File: src/rtl/fsk_seq_pkg.sv
package fsk_seq_pkg;

  typedef enum logic [1:0] {
    FQ_UP_MARK  = 2'd0,
    FQ_UP_SPACE = 2'd1,
    FQ_LO_MARK  = 2'd2,
    FQ_LO_SPACE = 2'd3
  } freqSel_e;

  typedef struct packed {
    logic clear;
    logic freeze;
    logic sample;
  } seqStrobes_t;

  function automatic longint unsigned phaseInc(longint unsigned fHz,
                                               longint unsigned clkHz,
                                               int accW);
    return ((fHz << accW) + clkHz / 2) / clkHz;
  endfunction

  // fold the in-half position onto the four weights: 0,1,2,3,3,2,1,0
  function automatic logic [1:0] weightIdx(logic [2:0] pos);
    return pos[2] ? ~pos[1:0] : pos[1:0];
  endfunction

endpackage

File: src/rtl/fsk_seq_ctrl.sv
module fsk_seq_ctrl
  import fsk_seq_pkg::*;
#(
  parameter int DIV = 8
) (
  input  logic        clk,
  input  logic        rst,
  input  logic        txData,
  input  logic        lowerChan,
  input  logic        powerDown,
  output seqStrobes_t strobes,
  output freqSel_e    freqSel
);

  localparam int CW = (DIV > 1) ? $clog2(DIV) : 1;
  localparam logic [CW-1:0] LAST = CW'(DIV - 1);

  logic [CW-1:0] divCnt;

  always_ff @(posedge clk) begin
    if (rst || powerDown) divCnt <= '0;
    else if (divCnt == LAST) divCnt <= '0;
    else divCnt <= divCnt + 1'b1;
  end

  always_comb begin
    strobes.clear  = rst;
    strobes.freeze = powerDown;
    strobes.sample = !powerDown && (divCnt == LAST);
  end

  always_comb begin
    unique case ({lowerChan, txData})
      2'b01:   freqSel = FQ_UP_MARK;
      2'b00:   freqSel = FQ_UP_SPACE;
      2'b11:   freqSel = FQ_LO_MARK;
      default: freqSel = FQ_LO_SPACE;
    endcase
  end

  generate
    if (DIV > 1) begin : g_gap
      AST_STROBE_GAP: assert property (@(posedge clk) disable iff (rst)
        strobes.sample |=> !strobes.sample) else $error("strobe too close");
    end
  endgenerate

endmodule

File: src/rtl/fsk_seq_datapath.sv
module fsk_seq_datapath
  import fsk_seq_pkg::*;
#(
  parameter int              ACC_W    = 24,
  parameter longint unsigned CLK_HZ   = 1536000,
  parameter longint unsigned UP_MARK  = 1300,
  parameter longint unsigned UP_SPACE = 2100,
  parameter longint unsigned LO_MARK  = 390,
  parameter longint unsigned LO_SPACE = 450
) (
  input  logic              clk,
  input  seqStrobes_t       strobes,
  input  freqSel_e          freqSel,
  output logic [ACC_W-1:0]  stepInc,
  output logic              phaseClk,
  output logic [3:0]        magSel,
  output logic              negHalf,
  output logic              sampleStb
);

  localparam int IDX_LSB = ACC_W - 4;
  localparam logic [ACC_W-1:0] INC_UM = ACC_W'(phaseInc(UP_MARK,  CLK_HZ, ACC_W));
  localparam logic [ACC_W-1:0] INC_US = ACC_W'(phaseInc(UP_SPACE, CLK_HZ, ACC_W));
  localparam logic [ACC_W-1:0] INC_LM = ACC_W'(phaseInc(LO_MARK,  CLK_HZ, ACC_W));
  localparam logic [ACC_W-1:0] INC_LS = ACC_W'(phaseInc(LO_SPACE, CLK_HZ, ACC_W));

  logic [ACC_W-1:0] phaseAcc;
  logic [3:0]       phaseIdx;
  logic [1:0]       wIdx;
  logic [3:0]       selNext;

  always_comb begin
    unique case (freqSel)
      FQ_UP_MARK:  stepInc = INC_UM;
      FQ_UP_SPACE: stepInc = INC_US;
      FQ_LO_MARK:  stepInc = INC_LM;
      default:     stepInc = INC_LS;
    endcase
  end

  assign phaseIdx = phaseAcc[ACC_W-1:IDX_LSB];
  assign wIdx     = weightIdx(phaseIdx[2:0]);
  assign phaseClk = phaseAcc[ACC_W-5];

  generate
    for (genvar g = 0; g < 4; g++) begin : g_sel
      assign selNext[g] = (wIdx == 2'(g));
    end
  endgenerate

  always_ff @(posedge clk) begin
    if (strobes.clear) begin
      phaseAcc  <= '0;
      magSel    <= 4'b0001;
      negHalf   <= 1'b0;
      sampleStb <= 1'b0;
    end else if (strobes.freeze) begin
      magSel    <= '0;
      negHalf   <= 1'b0;
      sampleStb <= 1'b0;
    end else begin
      phaseAcc  <= phaseAcc + stepInc;
      sampleStb <= strobes.sample;
      if (strobes.sample) begin
        magSel  <= selNext;
        negHalf <= phaseIdx[3];
      end
    end
  end

  AST_PHASE_STEP: assert property (@(posedge clk) disable iff (strobes.clear)
    !strobes.freeze |=> (phaseIdx == $past(phaseIdx)) || (phaseIdx == $past(phaseIdx) + 4'd1))
    else $error("phase index skipped");

  AST_FREEZE_HOLD: assert property (@(posedge clk) disable iff (strobes.clear)
    strobes.freeze |=> $stable(phaseAcc)) else $error("phase moved in power-down");

  AST_SEL_ONEHOT: assert property (@(posedge clk) disable iff (strobes.clear)
    sampleStb |-> $countones(magSel) == 1) else $error("select not one-hot");

endmodule

File: src/rtl/fsk_carrier_seq.sv
module fsk_carrier_seq
  import fsk_seq_pkg::*;
#(
  parameter int              ACC_W     = 24,
  parameter longint unsigned CLK_HZ    = 1536000,
  parameter longint unsigned SAMPLE_HZ = 192000,
  parameter longint unsigned UP_MARK   = 1300,
  parameter longint unsigned UP_SPACE  = 2100,
  parameter longint unsigned LO_MARK   = 390,
  parameter longint unsigned LO_SPACE  = 450
) (
  input  logic       clk,
  input  logic       rst,
  input  logic       txData,
  input  logic       lowerChan,
  input  logic       fallback,
  input  logic       powerDown,
  output logic       carrierClk16,
  output logic [3:0] magSel,
  output logic       negHalf,
  output logic       sampleStb
);

  localparam int DIV = int'(CLK_HZ / SAMPLE_HZ);

  seqStrobes_t      strobes;
  freqSel_e         freqSel;
  logic [ACC_W-1:0] stepInc;

  fsk_seq_ctrl #(.DIV(DIV)) u_ctrl (
    .clk       (clk),
    .rst       (rst),
    .txData    (txData),
    .lowerChan (lowerChan),
    .powerDown (powerDown),
    .strobes   (strobes),
    .freqSel   (freqSel)
  );

  fsk_seq_datapath #(
    .ACC_W(ACC_W), .CLK_HZ(CLK_HZ),
    .UP_MARK(UP_MARK), .UP_SPACE(UP_SPACE),
    .LO_MARK(LO_MARK), .LO_SPACE(LO_SPACE)
  ) u_dp (
    .clk       (clk),
    .strobes   (strobes),
    .freqSel   (freqSel),
    .stepInc   (stepInc),
    .phaseClk  (carrierClk16),
    .magSel    (magSel),
    .negHalf   (negHalf),
    .sampleStb (sampleStb)
  );

  AST_FALLBACK_NEUTRAL: assert property (@(posedge clk) disable iff (rst)
    (!$stable(fallback) && $stable(txData) && $stable(lowerChan)) |-> $stable(stepInc))
    else $error("reduced-rate select moved the tone");

  AST_QUIET_DOWN: assert property (@(posedge clk) disable iff (rst)
    powerDown |=> (magSel == 4'd0) && !sampleStb && !negHalf) else $error("outputs live in power-down");

endmodule

File: config.mk
export PLATFORM = sky130hd
export DESIGN_NAME = fsk_carrier_seq
export DESIGN_NICKNAME = d
export VERILOG_FILES = /design/src/rtl/fsk_seq_pkg.sv /design/src/rtl/fsk_seq_ctrl.sv /design/src/rtl/fsk_seq_datapath.sv /design/src/rtl/fsk_carrier_seq.sv
export SDC_FILE = /design/constraint.sdc
export NUM_CORES = 1
export LEC_CHECK = 0
export BUFFER_PORTS_ARGS = -buffer_cell sky130_fd_sc_hd__buf_2
export CAP_MARGIN = 20
export CORE_ASPECT_RATIO = 2
export CORE_MARGIN = 8
export CORE_UTILIZATION = 45
export CTS_BUF_LIST = sky130_fd_sc_hd__clkbuf_8
export DETAILED_ROUTE_END_ITERATION = 16
export GPL_ROUTABILITY_DRIVEN = 1
export GPL_TIMING_DRIVEN = 0
export PLACE_DENSITY_LB_ADDON = 0.1
export REMOVE_ABC_BUFFERS = 1
export SLEW_MARGIN = 20
export SYNTH_ARGS = -nofsm -noshare
export SYNTH_HDL_FRONTEND = slang
export SYNTH_SLANG_ARGS = --single-unit
File: constraint.sdc
create_clock -name clk -period 3.55 [get_ports clk]
set_input_delay 0 -clock clk [delete_from_list [all_inputs] [get_ports clk]]
set_output_delay 0 -clock clk [all_outputs]
set_load 0.01 [all_outputs]
==> impl_metrics.yaml, run 1 <==
critical_path:
  path_class: "input pin to flip-flop"
  r2r-start: "u_dp.phaseAcc[0]"
  crit_required_ns: 3.73
  reg2reg_slack_ns: 0.73
  worstPathMaxFanout: 13
  reg2reg_depth: 9
  crit_arrival_ns: 3.08
  crit_path_start_kind: "input pin"
  reg2reg_to: "u_dp.phaseAcc[22]"
  cp-end-kind: "flip-flop"
sta:
  slew_violations: 0
  fin_crit_sh_pct: 81.6
  maxClockFrequency_ghz: 0.345
  tns_ns: 0
  report.final.setup_viol: 0
  finalWorstSetupSlack_ns: 0.653
  post-route-min-period_ns: 2.90
  rsz0062_at_grt: "false"
  hold_viol: 0
  slew_headroom_pct: 43.6
  finClkSkew_ns: 0.0127
  worst_pin_slew_ns: 0.846
logic_synthesis:
  syn-cell-area_sq_um: 2560
  ys_ff_latch: 33
  synthCells: 315
  avgSynthCellArea_sq_um: 8.11
  post_synth_num_cell_types: 66
  seq_area_frac_synth_pct: 25.8
  yosys_warnings: 0
  synth-edff-count: 0
  async_flop_share_pct: 0
  synth_flop_cell: "dfxtp_1"
clock_network:
  numCtsBuffers: 5
  cts_max_path_buffers: 2
  cts_htree_levels: 2
  clk_latency_ns: 0.30
  cts.root.buffer_cell: "clkbuf_8"
  cts.sinks: 33
  postCtsHoldBufs: 0
  cts_resized: 0
  clk_pin_slew_ns: 0.09
  cts_setup_buffers: 0
  cts_tree: "done"
pwr:
  power_frac_seq_pct: 37.8
  powerDensity_nw_per_um2: 434
  p_sw_share_pct: 35.0
  p_int_mw: 0.759
  p_comb_share_pct: 30.2
  clockPowerShare_pct: 32.0
  p_sw_mw: 0.408
  max-vdd-ir-drop_v: 0.000386
  leakagePower_nw: 1.05
detailed_routing:
  wl_per_cell_um: 15.1
  drc_errors: 0
  totalWireLength_um: 5680
  met1_length_um: 2570
  top_layer_used: "met4"
  vias: 2214
  via_per_inst: 5.89
  wl_met2_um: 2810
  drt_pre_antenna_iters: 4
  wl_met3_um: 158
  antenna_left: 0
  first_iter_violations: 103
floorplanning:
  row_count: 39
  num_io_pins: 13
  dieArea_sq_um: 8490
  core_area_sq_um: 5610
  die_y_um: 123
  die_w_um: 69.3
  start_util_pct: 45.6
min_path:
  hp-start: "powerDown"
  hold_depth: 3
  hold_end: "u_dp.phaseAcc[2]"
  hp-class: "input pin to flip-flop"
global_route:
  grt_max_degree: 43
  grt_pass1_vias: 2081
  grt_pass1_wl_um: 9740
  track_usage_pct: 13.7
  antenna_found_initial: 0
  overflow: 0
layout:
  final_util_pct: 47.9
  fillers: 561
  stdcell_count: 376
  multi_input_area_sq_um: 1720
  area_growth_syn_to_layout_pct: 5.09
  drive_gt1_share_pct: 11.1
  fin_nets: 337
  antenna_cells: 0
  register_area_sq_um: 661
  stdcell_area_sq_um: 2690
flow_run:
  cap_violations: 0
placed_design:
  placed_cell_area_sq_um: 2570
  place.gp.congestion: 0.902
  dp.cells: 368
  dp_hpwl_um: 4090
  portBuffers: 11
  place_ws_ns: 0.306
status:
  outcome: "finished clean"
[kinds of logic after synthesis]
family / count (synthesis) / synth area share, %
mux: 10 / 4.26
xor+xnor: 13 / 5.19
simple gates: 123 / 26.0
compound gates: 84 / 23.2
fa+ha+maj: 17 / 8.61
flops: 33 / 25.8
buf+inv: 35 / 6.90
[flip-flops by register name, summed over array words and instances (netlist names)]
register        count
u_dp.magSel         4
u_dp.sampleStb      1
u_dp.phaseAcc      24
u_ctrl.divCnt       3
u_dp.negHalf        1
[through the flow]
stage	hold WS, ns	power (mW)
floorplan	0.0691	0.715
global placement	0.400	0.790
detailed placement	0.401	0.798
CTS	0.185	1.18
global route	0.216	1.24
finish	0.189	1.17
[worst max-delay path, cell delays in order]
cell	delay (ns)
buf_2	0.11
inv_1	0.11
ha_1	0.55
inv_1	0.23
ha_1	0.48
o21ai_0	0.18
a2111oi_4	0.62
a311oi_4	0.22
nor3b_2	0.25
mux2_1	0.34
[cells in the mapped netlist, types with 5 or more instances]
library cell	n	area, sq um
a21o_1	6	45.0
a21oi_1	29	145
a31oi_1	5	31.3
clkbuf_1	7	26.3
dfxtp_1	33	661
ha_1	16	200
inv_1	16	60.1
nand2_1	23	86.3
nand3_1	12	60.1
nand3b_1	5	37.5
nor2_1	28	105
nor2b_1	11	68.8
nor3_1	7	35.0
o21ai_0	13	65.1
or3_1	7	43.8
xnor2_1	6	52.6
xor2_1	6	52.6
[cell type report]
| cell class | instances | area share [%] |
|---|---|---|
| Clock buffer | 5 | 2.56 |
| Clock inverter | 3 | 1.72 |
| Inverter | 16 | 2.24 |
| Multi-Input combinational cell | 247 | 64.0 |
| Sequential cell | 33 | 24.6 |
| Tap cell | 61 | 2.84 |
| Timing Repair Buffer | 11 | 2.05 |
[how the worst max path moves through the flow]
| stage | to | start | slack, ns |
|---|---|---|---|
| after floorplan | u_dp.phaseAcc[18] | lowerChan | 0.98 |
| after global placement | u_dp.phaseAcc[23] | lowerChan | 0.34 |
| after detailed placement | u_dp.phaseAcc[23] | lowerChan | 0.31 |
| after CTS | u_dp.phaseAcc[23] | lowerChan | 0.64 |
| after global routing | u_dp.phaseAcc[23] | txData | 0.45 |
| final | u_dp.phaseAcc[23] | lowerChan | 0.65 |
[power groups by stage]
stage | clock, mW | combinational (mW) | sequential (mW)
after detailed placement | 0 | 0.349 | 0.449
after CTS | 0.389 | 0.352 | 0.440
after global placement | 0 | 0.343 | 0.448
final | 0.373 | 0.352 | 0.441
after floorplan | 0 | 0.276 | 0.439
after global routing | 0.397 | 0.393 | 0.446
[layout by cell type, fill, tap and decap left out, types with 5 or more instances in the layout]
master and count:
a21o_1 6, a21oi_1 29, a31oi_1 5, buf_2 11, clkbuf_8 5, dfxtp_1 33, ha_1 16, inv_1 16
nand2_1 23, nand3_1 12, nand3b_1 5, nor2_1 28, nor2b_1 11, nor3_1 7, o21ai_0 13, or3_1 7
xnor2_1 6, xor2_1 6
[layer usage]
layer	vias up	global-route usage, %
met3	8	2.59
met1	1038	15.6
met2	33	23.6
met5	-	0
met4	0	7.10
li1	1135	-
No activity file was read; power rests on OpenSTA's default activity.
==> inputs of run 2 (changes only) <==
==> constraint.sdc (replaced) <==
create_clock -name clk -period 2.6 [get_ports clk]
set_input_delay 0 -clock clk [delete_from_list [all_inputs] [get_ports clk]]
set_output_delay 0 -clock clk [all_outputs]
set_load 0.01 [all_outputs]
==> run 2 against run 1 <==
Compared with the run above: die area did not move; via count increased by 1.2%; wire length grew 1.8%; global-route usage up 0.20 points; non-clock buffer count is 5 higher; combinational power increased by 46%; first-iteration DRC count shrank 15%; hold slack got worse by 0.0022 ns; highest routed layer unchanged.
==> impl_metrics.yaml, run 2 (synthesis results as in run 1) <==
global_route:
  grt_pass1_wl_um: 9880
  track_usage_pct: 13.9
  antenna_found_initial: 0
  overflow: 0
  grt_pass1_vias: 2117
  grt_max_degree: 43
pwr:
  clockPowerShare_pct: 31.1
  p_int_mw: 1.05
  powerDensity_nw_per_um2: 576
  power_frac_seq_pct: 37.3
  p_sw_mw: 0.567
  leakagePower_nw: 1.08
  max-vdd-ir-drop_v: 0.000526
  p_comb_share_pct: 31.6
  p_sw_share_pct: 35.0
critical_path:
  crit_path_start_kind: "flip-flop"
  r2r-start: "u_dp.phaseAcc[0]"
  reg2reg_to: "u_dp.phaseAcc[18]"
  crit_path_cell_trace: "ha_4 -> inv_2 -> fa_2 -> nor2b_4 -> o311ai_4 -> a211o_1 -> a211o_4 -> a211oi_2 -> mux2_1"
  crit_slowest_cell: "a211o_4"
  reg2reg_slack_ns: 0.06
  path_class: "flip-flop to flip-flop"
  crit_required_ns: 2.79
  worstPathMaxFanout: 4
  cp-endpoint: "u_dp.phaseAcc[18]"
  setup.worst_path.start: "u_dp.phaseAcc[0]"
  max_stage_delay_ns: 0.37
  cp-end-kind: "flip-flop"
  crit_arrival_ns: 2.72
  reg2reg_depth: 9
clock_network:
  postCtsHoldBufs: 0
  cts_htree_levels: 2
  cts_max_path_buffers: 2
  cts_tree: "done"
  cts.root.buffer_cell: "clkbuf_8"
  clk_latency_ns: 0.30
  numCtsBuffers: 5
  cts.sinks: 33
  clk_pin_slew_ns: 0.08
layout:
  final_common_cell: "dfxtp_1"
  final_cell_mix: "dfxtp_1 (32), a21oi_1 (29), nor2_1 (28), nand2_1 (23), inv_1 (15)"
  largest_register: "u_dp.phaseAcc"
  largest_reg_flops: 24
  antenna_cells: 0
  reg_top3: "u_dp.phaseAcc x24, u_dp.magSel x4, u_ctrl.divCnt x3"
  drive_gt1_share_pct: 16.6
  fin_nets: 342
  stdcell_count: 381
  stdcell_area_sq_um: 2820
  area_growth_syn_to_layout_pct: 10.1
  final_util_pct: 50.2
floorplanning:
  start_util_pct: 45.6
  num_io_pins: 13
  die_y_um: 123
  dieArea_sq_um: 8490
  row_count: 39
  core_area_sq_um: 5610
  die_w_um: 69.3
placed_design:
  dp.cells: 368
  portBuffers: 11
  dp_hpwl_um: 4090
  place.gp.congestion: 0.902
  placed_cell_area_sq_um: 2570
sta:
  maxClockFrequency_ghz: 0.394
  rsz0062_at_grt: "true"
  finClkSkew_ns: 0.0118
  fin_crit_sh_pct: 97.6
  worst_pin_slew_ns: 0.732
  slew_violations: 0
  post-route-min-period_ns: 2.54
  report.final.setup_viol: 0
  hold_viol: 0
  slew_headroom_pct: 51.2
  tns_ns: 0
detailed_routing:
  wl_per_cell_um: 15.2
  drt_pre_antenna_iters: 4
  totalWireLength_um: 5780
  vias: 2240
  first_iter_violations: 88
  via_per_inst: 5.88
  antenna_left: 0
  drc_errors: 0
status:
  outcome: "finished clean"
flow_run:
  cap_violations: 0
min_path:
  hp-class: "input pin to flip-flop"
==> run 2: changes by cell type in the layout (fill, tap and decap cells not counted), moves of 2 or more <==
| cell | previous run | this run |
|---|---|---|
| a211oi_1 | 3 | 1 |
| a211oi_2 | 1 | 3 |
| buf_4 | 0 | 5 |
| ha_1 | 16 | 12 |
| ha_4 | 0 | 3 |
==> run 2: final cells by class <==
class                      instances  area, sq um
clock buffer                       5         68.8
clock inverter                     3         46.3
fill                             545         2800
inverter                          16         60.1
multi-input combinational        247         1810
sequential                        33          662
tap                               61         76.3
timing repair buffer              16         92.6
==> run 2: how the worst min path moves through the flow <==
stage	startpoint	endpoint	slack (ns)	cells after the start
6_report	powerDown	u_dp.phaseAcc[2]	0.19	3
3_3_place_gp	u_dp.sampleStb	sampleStb	0.40	1
4_1_cts	powerDown	u_dp.phaseAcc[2]	0.19	3
5_1_grt	powerDown	u_dp.phaseAcc[2]	0.22	3
3_5_place_dp	u_dp.sampleStb	sampleStb	0.40	1
2_1_floorplan	rst	u_dp.phaseAcc[12]	0.07	1
==> run 2: timing repair <==
action                     in CTS  in global routing
pin swaps                       7                  7
gates cloned                    0                  0
setup endpoints to repair       9                  9
buffers inserted                4                  1
resized for setup              15                  3
==> run 2: metal layers <==
| layer | track usage [%] | wire length (um) |
|---|---|---|
| met4 | 7.74 | 165 |
| met5 | 0 | 0 |
| met2 | 23.9 | 2870 |
| met1 | 15.6 | 2580 |
| met3 | 2.67 | 157 |
==> run 2: stage by stage <==
| stage | setup WS, ns | total power [mW] | hold WS, ns |
|---|---|---|---|
| after floorplan | 0.0283 | 0.977 | 0.0691 |
| after global placement | -0.613 | 1.08 | 0.400 |
| after CTS | -0.0334 | 1.64 | 0.185 |
| after global routing | -0.0169 | 1.72 | 0.217 |
| after detailed placement | -0.644 | 1.09 | 0.401 |
| final | 0.0625 | 1.62 | 0.187 |
==> run 2: critical path, delay by kind of cell, from the launching register on <==
| family | cells | cell delay (ns) |
|---|---|---|
| AOI/OAI and AO/OA | 4 | 1.04 |
| adders and majority gates | 2 | 0.50 |
| DFF | 1 | 0.35 |
| muxes | 1 | 0.33 |
| and+or+nand+nor | 1 | 0.17 |
| buffers and inverters | 1 | 0.03 |
==> run 2: power groups by stage <==
stage                     registers (mW)  logic (mW)  clock network (mW)
after floorplan                    0.600       0.377                   0
after global placement             0.611       0.468                   0
after detailed placement           0.613       0.477                   0
after CTS                          0.603       0.502               0.532
after global routing               0.611       0.570               0.542
final                              0.604       0.513               0.504
==> inputs of run 3 (changes only) <==
--- a/config.mk
+++ b/config.mk
@@ -8,7 +8,6 @@
 export BUFFER_PORTS_ARGS = -buffer_cell sky130_fd_sc_hd__buf_2
 export CAP_MARGIN = 20
 export CORE_ASPECT_RATIO = 2
-export CORE_MARGIN = 8
 export CORE_UTILIZATION = 45
 export CTS_BUF_LIST = sky130_fd_sc_hd__clkbuf_8
 export DETAILED_ROUTE_END_ITERATION = 16
==> constraint.sdc (replaced) <==
create_clock -name clk -period 2.6 [get_ports clk]
set_input_delay 0 -clock clk [delete_from_list [all_inputs] [get_ports clk]]
set_output_delay 0 -clock clk [all_outputs]
set_load 0.005 [all_outputs]
==> run 3 against run 2 <==
Compared with the run above: sequential cell count unchanged; clock skew down 0.0065 ns; via count up 0.36%; core utilization up 1.6 points; total power up 0.79%; design area up 0.58%; register-to-register slack worse by 0.05 ns; sequential share of layout area down 0.14 points; maximum frequency down 1.9%; largest power group unchanged.
==> impl_metrics.yaml, run 3 (synthesis results as in run 1) <==
global_route:
  grt_pass1_wl_um: 9900
  track_usage_pct: 21.0
  grt_max_degree: 43
  overflow: 0
  antenna_found_initial: 0
  grt_pass1_vias: 2173
pwr:
  max-vdd-ir-drop_v: 0.000308
  leakagePower_nw: 1.09
  powerDensity_nw_per_um2: 577
  finalPower_mw: 1.63
min_path:
  hp-class: "input pin to flip-flop"
  hold_end: "u_dp.phaseAcc[5]"
  hp-start: "powerDown"
  hold_depth: 3
layout:
  area_growth_syn_to_layout_pct: 10.8
  fin_nets: 342
  drive_gt1_share_pct: 16.6
  largest_reg_flops: 24
  final_common_cell: "dfxtp_1"
  final_cell_mix: "dfxtp_1 (32), a21oi_1 (29), nor2_1 (28), nand2_1 (23), inv_1 (16)"
  antenna_cells: 0
  largest_register: "u_dp.phaseAcc"
  fillers: 555
  reg_top3: "u_dp.phaseAcc x24, u_dp.magSel x4, u_ctrl.divCnt x3"
status:
  outcome: "finished clean"
clock_network:
  cts_tree: "done"
  clk_pin_slew_ns: 0.07
  cts_htree_levels: 2
  cts.sinks: 33
  numCtsBuffers: 5
  cts.root.buffer_cell: "clkbuf_8"
  cts_max_path_buffers: 2
  clk_latency_ns: 0.29
sta:
  finalWorstSetupSlack_ns: 0.0146
  rsz0062_at_grt: "true"
  post-route-min-period_ns: 2.59
  slew_headroom_pct: 48.6
  fin_crit_sh_pct: 99.4
  maxClockFrequency_ghz: 0.387
  worst_pin_slew_ns: 0.771
  hold_slack_ns: 0.203
  slew_violations: 0
  hold_viol: 0
  report.final.setup_viol: 0
  finClkSkew_ns: 0.00529
critical_path:
  path_class: "flip-flop to flip-flop"
  r2r-start: "u_dp.phaseAcc[0]"
  reg2reg_to: "u_dp.phaseAcc[22]"
  critPathBufInv: 1
  cpMostUsedCell: "a211o_4"
  crit_path_start_kind: "flip-flop"
  reg2reg_slack_ns: 0.01
  crit_path_cell_trace: "ha_4 -> inv_2 -> fa_2 -> nor2b_4 -> o311ai_4 -> a211o_4 -> a211o_4 -> a211oi_2 -> mux2_1"
  worstPathMaxFanout: 4
  crit_slowest_cell: "fa_2"
  critPathTopFamily: "compound AO/OA/AOI/OAI gates"
  crit_required_ns: 2.77
  reg2reg_depth: 9
  cp-end-kind: "flip-flop"
  max_stage_delay_ns: 0.37
  crit_arrival_ns: 2.76
floorplanning:
  die_w_um: 55.3
  core_area_sq_um: 5470
  row_count: 38
  num_io_pins: 13
  start_util_pct: 46.8
  die_y_um: 109
  dieArea_sq_um: 6000
detailed_routing:
  via_per_inst: 5.92
  drt_pre_antenna_iters: 4
  totalWireLength_um: 6020
  vias: 2248
  wl_per_cell_um: 15.8
  antenna_left: 0
  drc_errors: 0
  first_iter_violations: 76
placed_design:
  dp_hpwl_um: 4400
  place.gp.congestion: 0.838
  place_ws_ns: -0.586
  portBuffers: 11
flow_run:
  cap_violations: 0
-- run 3: changes by cell type in the layout (fill, tap and decap cells not counted) --
cell	change
clkbuf_8	+1
a211o_4	+1
clkinvlp_4	-1
o21ai_2	-1
inv_1	+1
o21ai_4	+1
clkinv_4	-1
a211o_1	-1
-- run 3: final cells by class --
| cell class | instances | area, sq um | area share [%] |
|---|---|---|---|
| multi-input cells | 247 | 1830 | 64.5 |
| clock buffers | 6 | 82.6 | 2.92 |
| clock inverters | 2 | 33.8 | 1.19 |
| well taps | 60 | 75.1 | 2.65 |
| inverters | 16 | 60.1 | 2.12 |
| flip-flops and latches | 33 | 662 | 23.4 |
| repair buffers | 16 | 92.6 | 3.27 |
-- run 3: repair_timing --
item,in CTS,in global routing
pin swaps,2,3
gates cloned,0,0
gates resized for setup,13,8
setup endpoints to repair,9,7
hold buffers,0,0
hold endpoints to repair,0,0
buffers inserted,2,3
-- run 3: report_power, final --
| part | switching [mW] | leakage (nW) | internal [mW] |
|---|---|---|---|
| sequential | 0.0583 | 0.270 | 0.547 |
| combinational | 0.303 | 0.753 | 0.221 |
| clock | 0.196 | 0.0626 | 0.309 |
-- run 3: routing by layer --
metal | share of wire [%] | track usage [%] | vias up | wire length [um]
met2 | 56 | 43.0 | 29 | 3390
li1 | - | - | 1141 | -
met3 | 1.7 | 2.03 | 14 | 100
met5 | 0 | 0 | - | 0
met1 | 38 | 19.4 | 1064 | 2300
met4 | 3.8 | 11.6 | 0 | 226
-- run 3: stage by stage --
| step | setup TNS (ns) | util (%) | instance area (sq um) | cells |
|---|---|---|---|---|
| 5_1_grt | -0.0729 | 51.8 | 2830 | 380 |
| 3_3_place_gp | -5.51 | 47.0 | 2570 | 367 |
| 3_5_place_dp | -5.77 | 47.0 | 2570 | 367 |
| 6_report | 0 | 51.8 | 2830 | 380 |
| 2_1_floorplan | 0 | - | 2440 | 296 |
| 4_1_cts | -0.00262 | 50.3 | 2750 | 377 |
-- run 3: worst max path at each step --
stage,startpoint,end,slack (ns),depth (start not counted)
final,u_dp.phaseAcc[0],u_dp.phaseAcc[22],0.01,9
after floorplan,lowerChan,u_dp.phaseAcc[18],0.03,11
after CTS,u_dp.phaseAcc[0],u_dp.phaseAcc[18],-0.003,9
after global placement,lowerChan,u_dp.phaseAcc[23],-0.56,10
after global routing,u_dp.phaseAcc[0],u_dp.phaseAcc[22],-0.05,9
after detailed placement,lowerChan,u_dp.phaseAcc[23],-0.59,10
-- run 3: tightest hold or removal path: stages --
cell	delay, ns
buf_2	0.27
nand2_1	0.12
a21oi_1	0.05
